### config.mk
export PLATFORM = sky130hd
export DESIGN_NAME = lin_slave_responder
export DESIGN_NICKNAME = d
export VERILOG_FILES = /design/src/rtl/lin_pkg.sv /design/src/rtl/lin_uart_rx.sv /design/src/rtl/lin_uart_tx.sv /design/src/rtl/lin_break_det.sv /design/src/rtl/lin_slave_responder.sv
export SDC_FILE = /design/constraint.sdc
export NUM_CORES = 1
export LEC_CHECK = 0
export CORE_UTILIZATION = 30
export DETAILED_ROUTE_END_ITERATION = 10
export PLACE_DENSITY = 0.6
export SETUP_SLACK_MARGIN = 0.2
export SLEW_MARGIN = 5
export SYNTH_ARGS = -nofsm -noshare
export SYNTH_HDL_FRONTEND = slang
export SYNTH_HIERARCHICAL = 1
export SYNTH_SLANG_ARGS = --single-unit
### constraint.sdc
create_clock -name clk -period 5.35 [get_ports clk]
set_clock_uncertainty 0.15 [all_clocks]
set_input_delay 0.8025 -clock clk [delete_from_list [all_inputs] [get_ports clk]]
set_output_delay 0.8025 -clock clk [all_outputs]
set_load 0.05 [all_outputs]
### src/rtl/lin_pkg.sv
package lin_pkg;

    localparam int MAX_BYTES = 8;
    localparam int LEN_W     = $clog2(MAX_BYTES);
    localparam int CNT_W     = $clog2(MAX_BYTES + 1);
    localparam int ID_W      = 6;
    localparam int NUM_IDS   = 1 << ID_W;
    localparam int CFG_W     = 1 + LEN_W + 2;

    localparam logic [7:0]      SYNC_BYTE   = 8'h55;
    localparam logic [ID_W-1:0] ID_RSVD_LO  = 6'h3E;

    typedef enum logic [1:0] {
        DIR_NONE = 2'b00,
        DIR_RX   = 2'b01,
        DIR_TX   = 2'b10,
        DIR_OFF  = 2'b11
    } dir_e;

    typedef struct packed {
        logic             enh;
        logic [LEN_W-1:0] len_m1;
        dir_e             dir;
    } cfg_t;

    typedef enum logic [2:0] {
        S_IDLE, S_BRK, S_SYNC, S_PID, S_RXD, S_GAP, S_TXD
    } st_e;

    function automatic logic [7:0] pid_of(input logic [ID_W-1:0] id);
        logic p0, p1;
        p0 = id[0] ^ id[1] ^ id[2] ^ id[4];
        p1 = ~(id[1] ^ id[3] ^ id[4] ^ id[5]);
        return {p1, p0, id};
    endfunction

    // 8-bit addition with end-around carry
    function automatic logic [7:0] cks_add(input logic [7:0] a, input logic [7:0] b);
        logic [8:0] s;
        s = {1'b0, a} + {1'b0, b};
        if (s[8]) s = s - 9'd255;
        return s[7:0];
    endfunction

endpackage

### src/rtl/lin_uart_rx.sv
module lin_uart_rx #(
    parameter int OVS = 8
) (
    input  logic       clk,
    input  logic       rst,
    input  logic       tick,
    input  logic       rxd,
    output logic       byte_v,
    output logic [7:0] byte_d,
    output logic       byte_ferr
);
    localparam int CW   = $clog2(OVS);
    localparam int HALF = OVS / 2;

    typedef enum logic [1:0] {R_IDLE, R_START, R_DATA, R_STOP} rx_st_e;

    rx_st_e        st;
    logic [CW-1:0] cnt;
    logic [2:0]    bitn;
    logic [7:0]    sh;
    logic          prev_hi;

    always_ff @(posedge clk) begin
        byte_v <= 1'b0;
        if (rst) begin
            st        <= R_IDLE;
            cnt       <= '0;
            bitn      <= '0;
            sh        <= '0;
            prev_hi   <= 1'b0;
            byte_d    <= '0;
            byte_ferr <= 1'b0;
        end else if (tick) begin
            case (st)
                R_IDLE: begin
                    prev_hi <= rxd;
                    if (prev_hi && !rxd) begin
                        st  <= R_START;
                        cnt <= '0;
                    end
                end
                R_START: begin
                    if (cnt == CW'(HALF - 1)) begin
                        cnt  <= '0;
                        bitn <= '0;
                        st   <= rxd ? R_IDLE : R_DATA;
                    end else begin
                        cnt <= cnt + 1'b1;
                    end
                end
                R_DATA: begin
                    if (cnt == CW'(OVS - 1)) begin
                        cnt  <= '0;
                        sh   <= {rxd, sh[7:1]};
                        bitn <= bitn + 1'b1;
                        if (bitn == 3'd7) st <= R_STOP;
                    end else begin
                        cnt <= cnt + 1'b1;
                    end
                end
                default: begin
                    if (cnt == CW'(OVS - 1)) begin
                        cnt       <= '0;
                        byte_v    <= 1'b1;
                        byte_d    <= sh;
                        byte_ferr <= ~rxd;
                        prev_hi   <= rxd;
                        st        <= R_IDLE;
                    end else begin
                        cnt <= cnt + 1'b1;
                    end
                end
            endcase
        end
    end
endmodule

### src/rtl/lin_uart_tx.sv
module lin_uart_tx #(
    parameter int OVS = 8
) (
    input  logic       clk,
    input  logic       rst,
    input  logic       tick,
    input  logic       start,
    input  logic       abort,
    input  logic [7:0] din,
    output logic       txd,
    output logic       busy,
    output logic       done
);
    localparam int CW = $clog2(OVS);

    logic [9:0]    sh;
    logic [3:0]    nb;
    logic [CW-1:0] cnt;

    always_ff @(posedge clk) begin
        done <= 1'b0;
        if (rst) begin
            sh   <= '1;
            nb   <= '0;
            cnt  <= '0;
            busy <= 1'b0;
        end else if (abort) begin
            busy <= 1'b0;
            sh   <= '1;
        end else if (start && !busy) begin
            sh   <= {1'b1, din, 1'b0};
            nb   <= '0;
            cnt  <= '0;
            busy <= 1'b1;
        end else if (busy && tick) begin
            if (cnt == CW'(OVS - 1)) begin
                cnt <= '0;
                sh  <= {1'b1, sh[9:1]};
                if (nb == 4'd9) begin
                    busy <= 1'b0;
                    done <= 1'b1;
                end else begin
                    nb <= nb + 1'b1;
                end
            end else begin
                cnt <= cnt + 1'b1;
            end
        end
    end

    assign txd = busy ? sh[0] : 1'b1;
endmodule

### src/rtl/lin_break_det.sv
module lin_break_det #(
    parameter int OVS      = 8,
    parameter int BRK_BITS = 13
) (
    input  logic clk,
    input  logic rst,
    input  logic tick,
    input  logic rxd,
    output logic brk_low,
    output logic brk_done
);
    localparam int LIM = OVS * BRK_BITS;
    localparam int LW  = $clog2(LIM + 1);
    localparam int HW  = $clog2(OVS + 1);

    logic [LW-1:0] lowc;
    logic [HW-1:0] hic;
    logic          long_q;

    always_ff @(posedge clk) begin
        brk_low  <= 1'b0;
        brk_done <= 1'b0;
        if (rst) begin
            lowc   <= '0;
            hic    <= '0;
            long_q <= 1'b0;
        end else if (tick) begin
            if (!rxd) begin
                hic <= '0;
                if (lowc != LW'(LIM)) begin
                    lowc <= lowc + 1'b1;
                    if (lowc == LW'(LIM - 1)) begin
                        brk_low <= 1'b1;
                        long_q  <= 1'b1;
                    end
                end
            end else begin
                lowc <= '0;
                if (long_q) begin
                    if (hic == HW'(OVS - 1)) begin
                        brk_done <= 1'b1;
                        long_q   <= 1'b0;
                        hic      <= '0;
                    end else begin
                        hic <= hic + 1'b1;
                    end
                end
            end
        end
    end
endmodule

### src/rtl/lin_slave_responder.sv
module lin_slave_responder
    import lin_pkg::*;
#(
    parameter int OVS      = 8,
    parameter int BRK_BITS = 13
) (
    input  logic                        clk,
    input  logic                        rst,
    input  logic                        os_tick,
    input  logic                        rx_i,
    output logic                        tx_o,
    input  logic [NUM_IDS*CFG_W-1:0]    cfg_table,
    input  logic [MAX_BYTES*8-1:0]      tx_data,
    output logic                        rx_valid,
    output logic [ID_W-1:0]             rx_id,
    output logic [CNT_W-1:0]            rx_count,
    output logic [MAX_BYTES*8-1:0]      rx_data,
    output logic                        parity_err,
    output logic                        csum_err,
    output logic                        frame_err
);
    localparam int GW = $clog2(OVS);

    logic rx_s1, rx_s2;
    always_ff @(posedge clk) begin
        if (rst) begin
            rx_s1 <= 1'b1;
            rx_s2 <= 1'b1;
        end else begin
            rx_s1 <= rx_i;
            rx_s2 <= rx_s1;
        end
    end

    logic       byte_v, byte_ferr;
    logic [7:0] byte_d;
    logic       brk_low, brk_done;
    logic       tx_start, tx_busy, tx_done;
    logic [7:0] tx_byte;

    lin_uart_rx #(.OVS(OVS)) u_rx (
        .clk(clk), .rst(rst), .tick(os_tick), .rxd(rx_s2),
        .byte_v(byte_v), .byte_d(byte_d), .byte_ferr(byte_ferr)
    );

    lin_break_det #(.OVS(OVS), .BRK_BITS(BRK_BITS)) u_brk (
        .clk(clk), .rst(rst), .tick(os_tick), .rxd(rx_s2),
        .brk_low(brk_low), .brk_done(brk_done)
    );

    lin_uart_tx #(.OVS(OVS)) u_tx (
        .clk(clk), .rst(rst), .tick(os_tick), .start(tx_start),
        .abort(brk_low), .din(tx_byte), .txd(tx_o), .busy(tx_busy),
        .done(tx_done)
    );

    st_e                    st;
    cfg_t                   lk;
    logic                   diag;
    logic [ID_W-1:0]        id_q;
    logic [CNT_W-1:0]       len_q, idx_q;
    logic [7:0]             sum_q;
    logic [GW-1:0]          gap_q;
    logic [MAX_BYTES*8-1:0] rx_buf, tx_buf;
    logic [7:0]             cur_tx;

    always_comb begin
        lk     = cfg_t'(cfg_table[byte_d[ID_W-1:0]*CFG_W +: CFG_W]);
        diag   = (byte_d[ID_W-1:1] == 5'b11110);
        cur_tx = tx_buf[idx_q[LEN_W-1:0]*8 +: 8];
    end

    always_ff @(posedge clk) begin
        rx_valid   <= 1'b0;
        parity_err <= 1'b0;
        csum_err   <= 1'b0;
        frame_err  <= 1'b0;
        tx_start   <= 1'b0;
        if (rst) begin
            st      <= S_IDLE;
            id_q    <= '0;
            len_q   <= '0;
            idx_q   <= '0;
            sum_q   <= '0;
            gap_q   <= '0;
            rx_buf  <= '0;
            tx_buf  <= '0;
            tx_byte <= 8'hFF;
        end else if (brk_low) begin
            st <= S_BRK;
        end else begin
            case (st)
                S_BRK: if (brk_done) st <= S_SYNC;
                S_SYNC: if (byte_v) begin
                    if (byte_ferr) begin
                        frame_err <= 1'b1;
                        st        <= S_IDLE;
                    end else begin
                        st <= (byte_d == SYNC_BYTE) ? S_PID : S_IDLE;
                    end
                end
                S_PID: if (byte_v) begin
                    if (byte_ferr) begin
                        frame_err <= 1'b1;
                        st        <= S_IDLE;
                    end else if (pid_of(byte_d[ID_W-1:0]) != byte_d) begin
                        parity_err <= 1'b1;
                        st         <= S_IDLE;
                    end else if (byte_d[ID_W-1:0] >= ID_RSVD_LO ||
                                 lk.dir == DIR_NONE || lk.dir == DIR_OFF) begin
                        st <= S_IDLE;
                    end else begin
                        id_q   <= byte_d[ID_W-1:0];
                        len_q  <= CNT_W'(lk.len_m1) + CNT_W'(1);
                        idx_q  <= '0;
                        sum_q  <= (lk.enh && !diag) ? byte_d : 8'h00;
                        gap_q  <= '0;
                        rx_buf <= '0;
                        tx_buf <= tx_data;
                        st     <= (lk.dir == DIR_TX) ? S_GAP : S_RXD;
                    end
                end
                S_RXD: if (byte_v) begin
                    if (byte_ferr) begin
                        frame_err <= 1'b1;
                        st        <= S_IDLE;
                    end else if (idx_q < len_q) begin
                        rx_buf[idx_q[LEN_W-1:0]*8 +: 8] <= byte_d;
                        sum_q <= cks_add(sum_q, byte_d);
                        idx_q <= idx_q + 1'b1;
                    end else begin
                        if (cks_add(sum_q, byte_d) == 8'hFF) rx_valid <= 1'b1;
                        else                                 csum_err <= 1'b1;
                        st <= S_IDLE;
                    end
                end
                S_GAP: if (os_tick) begin
                    if (gap_q == GW'(OVS - 1)) begin
                        tx_start <= 1'b1;
                        tx_byte  <= cur_tx;
                        sum_q    <= cks_add(sum_q, cur_tx);
                        idx_q    <= idx_q + 1'b1;
                        st       <= S_TXD;
                    end else begin
                        gap_q <= gap_q + 1'b1;
                    end
                end
                S_TXD: if (tx_done) begin
                    if (idx_q < len_q) begin
                        tx_start <= 1'b1;
                        tx_byte  <= cur_tx;
                        sum_q    <= cks_add(sum_q, cur_tx);
                        idx_q    <= idx_q + 1'b1;
                    end else if (idx_q == len_q) begin
                        tx_start <= 1'b1;
                        tx_byte  <= ~sum_q;
                        idx_q    <= idx_q + 1'b1;
                    end else begin
                        st <= S_IDLE;
                    end
                end
                default: st <= S_IDLE;
            endcase
        end
    end

    assign rx_id    = id_q;
    assign rx_count = len_q;
    assign rx_data  = rx_buf;

endmodule

==> summary.md <==
| Metric | Value |
|---|---|
| Largest net degree at the start of global routing | `92` |
| CP endpoint kind | `flip-flop` |
| GR Overflow Total | `0` |
| #FFs+latches synth | `230` |
| Final hold vios | `0` |
| Sequential area share after synthesis | `30.2%` |
| Mapped Cells | `1736` |
| Post-synthesis area per instance | `8.79 um^2` |
| CP Class | `reg2reg` |
| Initial Utilization | `30.4%` |
| DRT Pass-1 Iters | `5` |
| Post-synth EDFFs | `0` |
| Leading cell type in the layout, fill and taps excluded | `clkdlybuf4s50_1` |
| Clock latency at the later pin of the worst-skew pair | `550 ps` |
| Post-Route Setup TNS | `0 ps` |
| Antenna viol nets, final | `0` |
| Routed Wire Length | `58700 um` |
| Max_cap viols | `0` |
| Site Rows | `82` |
| Startpoint types | `flip-flop` |
| Die height | `228 um` |
| Wire per inst | `20.3 um` |
| Setup bufs post-CTS | `0` |
| Die X | `228 um` |
| Final Instance Count excl. Fillers | `2884` |
| Syn nets | `2238` |
| Synth warn | `6` |
| Final setup violation count | `0` |
| # hold bufs at CTS | `0` |
| Core Region | `0.0502 mm^2` |
| Clk root buf | `clkbuf_16` |
| DR DRC count | `0` |
| Final GP Congestion | `0.917` |
| Slew @ Worst Pin | `1160 ps` |
| Final period utilization | `80.2%` |
| # resized after CTS | `0` |
| CTS Sinks | `230` |
| Max Clock Freq | `0.233 GHz` |
| Worst EP arrival | `4540 ps` |
| Worst-path clk slew | `70 ps` |
| Final HPWL DP | `45100 um` |
| Area growth syn-to-layout | `43.5%` |
| Yosys cell types | `93` |
| Commonest non-fill, non-tap cells in the layout | `clkdlybuf4s50_1, dfxtp_1, nand2_1` |
| Slew HR | `22.7%` |
| First-pass GRT wire length | `87300 um` |
| Die ar. | `0.0518 mm^2` |
| Final #Nets | `2692` |
| Vias per cell | `5.45` |
| Io pins | `531` |
| Initial antenna violation count | `2` |
| Total CTS buffers | `27` |
| Port Buf Inserts | `530` |
| Power density over the cells | `196 mW/mm^2` |
| Placed Cells incl. Taps | `2833` |
| Maximum vdd drop | `0.212 mV` |
| Total Power | `4.28 mW` |
| Total track usage | `21.8%` |
| Fillers | `4806` |
| Hold WS | `293 ps` |
| RSZ-0062 raised after global routing | `no` |
| Vias in the first global route | `15600` |
| Deepest clock path buffer count | `3` |
| Worst-path maximum fanout | `12` |
| Tmin final | `4290 ps` |
| DR vias | `15700` |
| Main flop type after synthesis | `dfxtp_1` |
| Max H-tree Level | `1` |
| Final Slew Violations | `0` |
| FFs w/ async S/R, synth | `0%` |
| Initial DRC count | `1205` |
| Status | `finished clean` |
| Worst EP required | `5590 ps` |
| Leakage power | `7.30 nW` |
| Layout cells sized above 1 | `9.23%` |
| Hold Path Class | `reg2reg` |
| Area of the mapped netlist | `0.0153 mm^2` |
| TritonCTS clock tree | `yes` |
## power breakdown
group / internal (mW) / switching (mW)
Sequential: 1.73 / 0.0338
Clock: 1.08 / 0.754
Combinational: 0.426 / 0.253
Total: 3.24 / 1.04
## per-stage QoR
stage	worst slack (ps)	utilization [%]	cell area (um^2)
after detailed placement	1040	41.9	21000
after global routing	663	43.6	21900
after global placement	1080	41.9	21000
after CTS	1030	43.6	21900
final	1060	43.6	21900
after floorplan	1270	-	15300
## logic make-up (layout without fill, tap and decap cells)
group                      count (synthesis)  count (layout)  share of synthesized area [%]
AOI/OAI and AO/OA                        513             513                           21.4
xor gates and xnor gates                  31              31                           1.78
adders and majority gates                 50              50                           4.20
buffers and inverters                    175             648                           5.43
DFF                                      230             230                           30.2
muxes                                    174             174                           19.0
other                                      0               3                              0
and+or+nand+nor                          563             563                           18.0
## critical path: stages, from the launching register on
cell and delay, ps:
dfxtp_1 760, buf_4 260, buf_4 140, mux4_2 210, nand2_1 50, nand2_1 100, ha_1 180, fa_1 230
a21oi_1 100, o2111a_1 270, nor3_1 640, mux2_2 420, a22oi_1 230, a21oi_1 110, o311ai_0 150, o31ai_1 130
## state kept, by name, summed over array words and instances (netlist names), 2 cells and up
signal	cells
idx_q	4
rx_data	64
u_rx/st	2
u_rx/bitn	3
sum_q	8
tx_byte	8
rx_count	4
u_rx/cnt	3
tx_buf	64
st	3
rx_id	6
u_brk/lowc	7
u_tx/nb	4
u_rx/byte_d	8
u_brk/hic	4
gap_q	3
u_tx/cnt	3
u_rx/sh	8
u_tx/sh	9
## cell usage after synthesis (all sizes together) (6+ instances only)
master | count | area share (%)
nand2 | 215 | 5.3
buf | 67 | 2.7
a22oi | 36 | 1.8
nor3 | 19 | 0.73
and3 | 13 | 0.56
nor2 | 76 | 1.9
mux2i | 77 | 5.1
a32o | 8 | 0.52
ha | 48 | 3.9
nand3 | 114 | 3.8
dfxtp | 230 | 30
o21ai | 147 | 4.8
o22ai | 9 | 0.37
inv | 35 | 0.86
mux4 | 91 | 14
nand4 | 26 | 1.1
and2 | 7 | 0.29
nand3b | 8 | 0.39
o211ai | 17 | 0.84
a31oi | 35 | 1.4
nor3b | 6 | 0.30
o21a | 8 | 0.39
nand2b | 19 | 0.83
a21oi | 145 | 4.8
clkbuf | 71 | 1.8
xnor2 | 19 | 1.1
o31ai | 9 | 0.44
xor2 | 12 | 0.69
nor2b | 30 | 1.2
a211oi | 6 | 0.43
o221ai | 9 | 0.52
a32oi | 30 | 1.7
mux2 | 6 | 0.44
## final timing paths
path	from	endpoint	slack, ps	depth (start not counted)
min	rx_s1	rx_s2	290	1
min reg2reg	rx_s1	rx_s2	290	1
max	idx_q[0]	sum_q[1]	1060	15
max reg2reg	idx_q[0]	sum_q[1]	1060	15
## cell type report
class                      count  area, um^2  share of cell area, %
multi-input combinational   1331        9820                   44.9
timing repair buffer         563        5580                   25.5
sequential                   230        4620                   21.1
tap                          672         841                   3.84
clock buffer                  37         753                   3.44
inverter                      37         140                  0.640
clock inverter                11         130                  0.595
antenna                        3        7.51                 0.0343
## layer usage
| layer | wire [um] | vias to the layer above | global-route usage, % | part of all wire, % |
|---|---|---|---|---|
| li1 | - | 7471 | - | - |
| met1 | 24100 | 7581 | 26.8 | 41 |
| met2 | 29600 | 555 | 38.8 | 50 |
| met3 | 3030 | 97 | 2.77 | 5.2 |
| met4 | 1930 | 0 | 7.73 | 3.3 |
| met5 | 0 | - | 0 | 0 |
(Power assumes the default switching activity.)
